File: config.mk
export PLATFORM = sky130hd
export DESIGN_NAME = incap_unit
export DESIGN_NICKNAME = d
export VERILOG_FILES = /design/src/rtl/incap_unit.sv
export SDC_FILE = /design/constraint.sdc
export NUM_CORES = 1
export LEC_CHECK = 0
export BUFFER_PORTS_ARGS = -buffer_cell sky130_fd_sc_hd__buf_2
export CORE_MARGIN = 4
export CORE_UTILIZATION = 45
export CTS_CLUSTER_DIAMETER = 30
export DETAILED_ROUTE_END_ITERATION = 16
export GPL_ROUTABILITY_DRIVEN = 0
export SYNTH_ARGS = -nofsm -noshare
export SYNTH_HDL_FRONTEND = slang
export SYNTH_SLANG_ARGS = --single-unit
File: constraint.sdc
create_clock -name clk -period 2.2 [get_ports clk]
set_input_delay 0.22 -clock clk [delete_from_list [all_inputs] [get_ports clk]]
set_output_delay 0.22 -clock clk [all_outputs]
set_load 0.1 [all_outputs]
File: src/rtl/incap_unit.sv
module incap_unit #(
  parameter int NCH = 4,
  parameter int CW  = 16,
  parameter int AW  = 4,
  parameter int SHR = NCH - 1
) (
  input  logic          clk,
  input  logic          rst_n,
  input  logic [CW-1:0] cnt_i,
  input  logic [NCH-1:0] pin_i,
  input  logic          wr_en,
  input  logic [AW-1:0] addr,
  input  logic [CW-1:0] wdata,
  output logic [CW-1:0] rdata,
  output logic          irq_o
);
  localparam int A_EDGE = 0;
  localparam int A_FLAG = 1;
  localparam int A_MASK = 2;
  localparam int A_MODE = 3;
  localparam int A_CAP0 = 4;

  logic [2*NCH-1:0] esel_q;
  logic [NCH-1:0]   flag_q, mask_q;
  logic             mode_q;
  logic [NCH-1:0]   s1, s2, s3;
  logic [NCH-1:0]   cap_evt, set_v;
  logic [NCH*CW-1:0] cap_flat;

  wire we_edge = wr_en && addr == AW'(A_EDGE);
  wire we_flag = wr_en && addr == AW'(A_FLAG);
  wire we_mask = wr_en && addr == AW'(A_MASK);
  wire we_mode = wr_en && addr == AW'(A_MODE);
  wire [NCH-1:0] clr_v = we_flag ? wdata[NCH-1:0] : '0;

  always_ff @(posedge clk or negedge rst_n)
    if (!rst_n) {s3, s2, s1} <= '0;
    else        {s3, s2, s1} <= {s2, s1, pin_i};

  always_ff @(posedge clk or negedge rst_n)
    if (!rst_n) begin
      esel_q <= '0;
      mask_q <= '0;
      mode_q <= 1'b0;
      flag_q <= '0;
    end else begin
      if (we_edge) esel_q <= wdata[2*NCH-1:0];
      if (we_mask) mask_q <= wdata[NCH-1:0];
      if (we_mode) mode_q <= wdata[0];
      flag_q <= (flag_q & ~clr_v) | set_v;
    end

  for (genvar i = 0; i < NCH; i++) begin : g_ch
    localparam bit SH = (i == SHR);
    logic [CW-1:0] cap_r;
    logic hit;
    wire rise = s2[i] & ~s3[i];
    wire fall = ~s2[i] & s3[i];
    wire we_cap = wr_en && addr == AW'(A_CAP0 + i);

    always_comb
      case (esel_q[2*i +: 2])
        2'b01:   hit = rise;
        2'b10:   hit = fall;
        2'b11:   hit = rise | fall;
        default: hit = 1'b0;
      endcase

    if (SH) begin : g_shared
      assign cap_evt[i] = mode_q & hit;
      assign set_v[i]   = cap_evt[i] | (!mode_q && cnt_i == cap_r);
    end else begin : g_plain
      assign cap_evt[i] = hit;
      assign set_v[i]   = hit;
    end

    always_ff @(posedge clk or negedge rst_n)
      if (!rst_n)                      cap_r <= '0;
      else if (cap_evt[i])             cap_r <= cnt_i;
      else if (SH && !mode_q && we_cap) cap_r <= wdata;

    assign cap_flat[i*CW +: CW] = cap_r;

    assert_capval_R1: assert property (@(posedge clk) disable iff (!rst_n)
      cap_evt[i] |=> cap_r == $past(cnt_i));
    assert_flag_set_R3: assert property (@(posedge clk) disable iff (!rst_n)
      set_v[i] |=> flag_q[i]);
    assert_w1c_R4: assert property (@(posedge clk) disable iff (!rst_n)
      $fell(flag_q[i]) |-> $past(we_flag && wdata[i]));
    assert_set_wins_R5: assert property (@(posedge clk) disable iff (!rst_n)
      (set_v[i] && clr_v[i]) |=> flag_q[i]);
  end

  assign irq_o = |(flag_q & mask_q);

  assert_irq_masked_R7: assert property (@(posedge clk) disable iff (!rst_n)
    irq_o |-> |mask_q);

  always_comb begin
    rdata = '0;
    case (addr)
      AW'(A_EDGE): rdata = CW'(esel_q);
      AW'(A_FLAG): rdata = CW'(flag_q);
      AW'(A_MASK): rdata = CW'(mask_q);
      AW'(A_MODE): rdata = CW'(mode_q);
      default:
        for (int k = 0; k < NCH; k++)
          if (addr == AW'(A_CAP0 + k)) rdata = cap_flat[k*CW +: CW];
    endcase
  end
endmodule

# Word-level counts from Yosys, hierarchy flattened
# Index checks and enable logic that the tools add are counted.
dict set report word_totals {
  n_memories 0
  input_bits 43
  ff_bits 93
  ramBits 0
  latchBits 0
  mem_bits_ro 0
}
dict set report op_classes {
  mux 12
  bitwise 26
  n_reduce_logical 11
  n_addsub 0
  magnitude_cmp 0
  mul 0
  eq_ne 20
  shift 0
  div_mod_pow 0
}
# cell count
set ops {}
lappend ops {{16-bit two-way mux} 6}
lappend ops {{16-bit case mux with 4 select lines} 1}
lappend ops {{16-bit == test} 1}
lappend ops {{2-bit == test, second input constant} 8}
lappend ops {{4-bit by 3-bit == test with 1-bit output, second input constant} 4}
lappend ops {{1-bit case mux with 3 select lines} 4}
lappend ops {{1-bit bitwise AND} 9}
lappend ops {{4-bit bitwise AND} 2}
lappend ops {{2-bit by 1-bit == test with 1-bit output, second input constant} 4}
lappend ops {{4-bit by 2-bit == test with 1-bit output, second input constant} 2}
lappend ops {{1-bit NOT} 8}
lappend ops {{1-bit logical AND} 7}
lappend ops {{1-bit OR} 5}
lappend ops {{4-bit by 1-bit == test with 1-bit output, second input constant} 1}
lappend ops {{4-bit zero test} 1}
lappend ops {{4-bit two-way mux} 1}
lappend ops {{4-bit NOT} 1}
lappend ops {{4-bit OR} 1}
lappend ops {{4-bit OR reduction} 1}
lappend ops {{2-bit nonzero test} 1}
lappend ops {{1-bit zero test} 1}

# Depth between registers and ports, before layout
dict set report logic_depth {
  ltp_word 7
  depth_mapped 8
}

# Worst setup path before layout
# No wires, ideal clock.
dict set report synth_path {
  path_type {in2out}
  from {input addr[0]}
  to {output rdata[1]}
  path_buffers 2
  required_ns 1.980
  setup_slack_ns -0.896
  cell_stages 5
  t_arrival_ns 2.876
  path_cell_list {buf_4 buf_4 and2b_1 a211oi_1 nor3_1}
}
dict set report synth_via {
  elab_chain_len 6
  word_cells_on_any_way 13
}
# element line
set synth_rtl {}
lappend synth_rtl {{start, declared} 12} ;# input logic [AW-1:0] addr,
lappend synth_rtl {{4-bit by 3-bit == test with 1-bit output} 108} ;# if (addr == AW'(A_CAP0 + k)) rdata = cap_flat[k*CW +: CW];
lappend synth_rtl {{16-bit two-way mux (4 in a row)} 108}
lappend synth_rtl {{16-bit case mux with 4 select lines (*)} 101} ;# case (addr)
lappend synth_rtl {{end, declared} 14} ;# output logic [CW-1:0] rdata,
# Mark *: on every way between the ends. The rest lies on a longest branch, timed or not.

# Worst setup path after layout
dict set report layout_path {
  from {register mode_q}
  to {output rdata[0]}
}
dict set report layout_via {
  elab_chain_len 1
}
# element line
set layout_rtl {}
lappend layout_rtl {{start, declared} 25} ;# logic mode_q;
lappend layout_rtl {{start signal, assigned} 49} ;# if (we_mode) mode_q <= wdata[0];
lappend layout_rtl {{16-bit case mux with 4 select lines} 101}
# Every way passes these cells.

==> results.md <==
* Outcome: finished, final reports clean
* Post-Place Cell Area at 5420 sq um
* Max Root-Sink Buffers at 2
* Clock Tree Root: clkbuf_8
* Vias in the first global route at 3350
* Largest net degree at the start of global routing at 41
* Headroom to the max-slew limit at 65.7%
* DR top layer: met4
* Mapped Area at 4790 sq um
* 1st-iter DRT viols at 141
* Hold crit path type: in2reg
* Vias at 3151
* Startpoint types: flip-flop
* Nets at 489
* Cells after synthesis at 362
* Die height at 111 um
* First-pass detailed-route iteration total at 5
* Die area at 12300 sq um
* Worst slew pin tran at 0.514 ns
* DR DRC count at 0
* Register area share after synthesis at 48.6%
* Design Area, Final at 5690 sq um
* Slew Limit Fails at 0
* CTS tree: built
* Netlist cell types at 37
* Routed len/inst at 19.1 um
* Die X at 111 um
* TritonCTS buffer count at 9
* Setup violations, final at 0
* Worst Path Required at 1.98 ns
* DRT Wirelength at 11000 um
* PwrDens at 1140 nW/um^2
* CTS H-tree depth at 3
* Max Clk Rate at 0.476 GHz
* Max VDD drop at 0.576 mV
* Commonest non-fill, non-tap cells in the layout: 92 x dfrtp_1, 70 x mux2_2, 54 x buf_2
* Final Hold Viols at 0
* Critical path class: reg2out
* Critical-path cell list: mux4_2, mux2i_1, nor2_2, buf_2
* Skew-Pair Late Insertion Delay at 0.38 ns
* Share of cells above drive strength 1 at 48.2%
* ANT nets after route at 0
* Syn_nets at 413
* Met2 routed WL at 5410 um
* LEAKAGE at 2.47 nW
* Initial Util at 46.4%
* Final core occ at 55.1%
* N_diodes at 0
* Worst Hold Launch: wdata[15]
* Initial antenna violation count at 0
* P&R area growth vs syn at 18.9%
* Worst path arrival time at 1.88 ns
* Yosys warning count at 0
* Num rows at 37
* Top_reg_cell synth: dfrtp_1
* Syn Area/Cell at 13.2 sq um
* Most common cell after layout, fill and taps aside: dfrtp_1
* Post-synth EDFFs at 0
* Clock transition at the registers of the reported paths at 0.10 ns
* Max-cap viol count at 0
* CP peak stage delay at 0.49 ns
* Yosys reg bits at 93
* Post-CTS setup buffer count at 0
* Clock sinks at 93
* First-pass GRT wire length at 18400 um
* RSZ-0062 raised after global routing: false
* # port buffers at 59
* Core area at 10300 sq um
* Crit-path max FO at 10
* Vias per cell at 5.45
* Ys async rst share at 100%
* Hpwl dp at 7740 um
* Remaining global-route overflow at 0
* Met3 wire len at 582 um
* Fin crit share at 95.4%
* Clk_skew at 0.0113 ns
* Worst setup EP type: output pin
* Routed length on met1 at 4880 um
* Total track usage at 19.2%
* Worst r2r src: s2[3]$_DFF_PN0_
* Min Tclk post-route at 2.10 ns
* CP max stage cell: dfrtp_2
* Ports at 60
* Setup crit start: mode_q$_DFFE_PN0P_
==> stage by stage <==
| stage | hold WS, ns | setup TNS (ns) | total power, mW | worst slack (ns) | std cells |
|---|---|---|---|---|---|
| finish | 0.0872 | 0 | 6.49 | 0.101 | 578 |
| global route | 0.0650 | 0 | 6.88 | 0.00654 | 578 |
| CTS | 0.0641 | 0 | 6.57 | 0.0282 | 578 |
| detailed placement | 0.234 | 0 | 5.26 | 0.189 | 558 |
| global placement | 0.232 | 0 | 5.19 | 0.205 | 558 |
| floorplan | -0.0756 | -0.0402 | 4.64 | -0.0402 | 362 |
==> flip-flops by register name, indices dropped and copies added (netlist names) <==
register    cells
g_ch.cap_r     64
esel_q          8
flag_q          4
mask_q          4
s1              4
s2              4
s3              4
mode_q          1
==> critical path, delay by kind of cell, from the launching register on <==
kind                   cells  cell delay (ns)
buffers and inverters      1             0.29
multiplexers               2             0.65
flip-flops                 1             0.49
AND/OR/NAND/NOR            1             0.07
==> worst paths after layout <==
| check | to | slack, ns | depth (start not counted) |
|---|---|---|---|
| min in group asynchronous | s2[2]$_DFF_PN0_ | 0.35 | 2 |
| setup / recovery | rdata[0] | 0.10 | 4 |
| hold / removal | g_ch[3].cap_r[15]$_DFFE_PN0P_ | 0.09 | 2 |
| setup reg to reg | g_ch[3].cap_r[11]$_DFFE_PN0P_ | 0.25 | 7 |
| hold reg to reg | s2[1]$_DFF_PN0_ | 0.36 | 0 |
| max in group asynchronous | g_ch[0].cap_r[12]$_DFFE_PN0P_ | 1.21 | 3 |
==> metal layers <==
metal  GRT usage, %  vias up
met5              0        -
met4           5.52        0
met3           6.11       12
met2           30.9       74
met1           25.2     1597
li1               -     1468
==> layout make-up <==
class / count / area, sq um
fill: 903 / 4630
tap: 136 / 170
multi-input combinational: 242 / 2360
clock inverter: 5 / 83.8
timing repair buffer: 84 / 583
inverter: 8 / 30.0
sequential: 93 / 2330
clock buffer: 10 / 138
==> kinds of logic (layout without fill, tap and decap cells) <==
family	count (synthesis)	in the layout	share of synthesized area, %
multiplexers	94	94	26.2
flip-flops	93	93	48.6
AND/OR/NAND/NOR	83	83	10.2
AO/OA/AOI/OAI	41	41	6.38
buffers and inverters	27	107	3.48
XOR/XNOR	16	16	2.93
adder cells (fa/ha/maj)	8	8	2.09
==> repair_timing <==
action	CTS	global route
hold buffers	5	0
endpoints found under the setup margin	0	1
resized for setup	0	1
endpoints found under the hold margin	40	0
==> report_power, final <==
| group | switching [mW] | internal, mW |
|---|---|---|
| clock network | 0.612 | 0.670 |
| logic | 1.13 | 1.24 |
| registers | 0.454 | 2.39 |
==> cells in the mapped netlist, types with 6 or more instances <==
library cell	count	area (sq um)
xor2_1	16	140
ha_1	8	100
mux4_2	17	383
nand3b_1	6	45.0
inv_1	8	30.0
buf_4	9	67.6
nor2_1	8	30.0
a221o_1	6	60.1
dfrtp_1	93	2330
a21oi_1	14	70.1
nand2_1	19	71.3
nor3_1	8	40.0
nor2b_1	24	150
mux2_2	70	788
No activity file was read; power rests on OpenSTA's default activity.
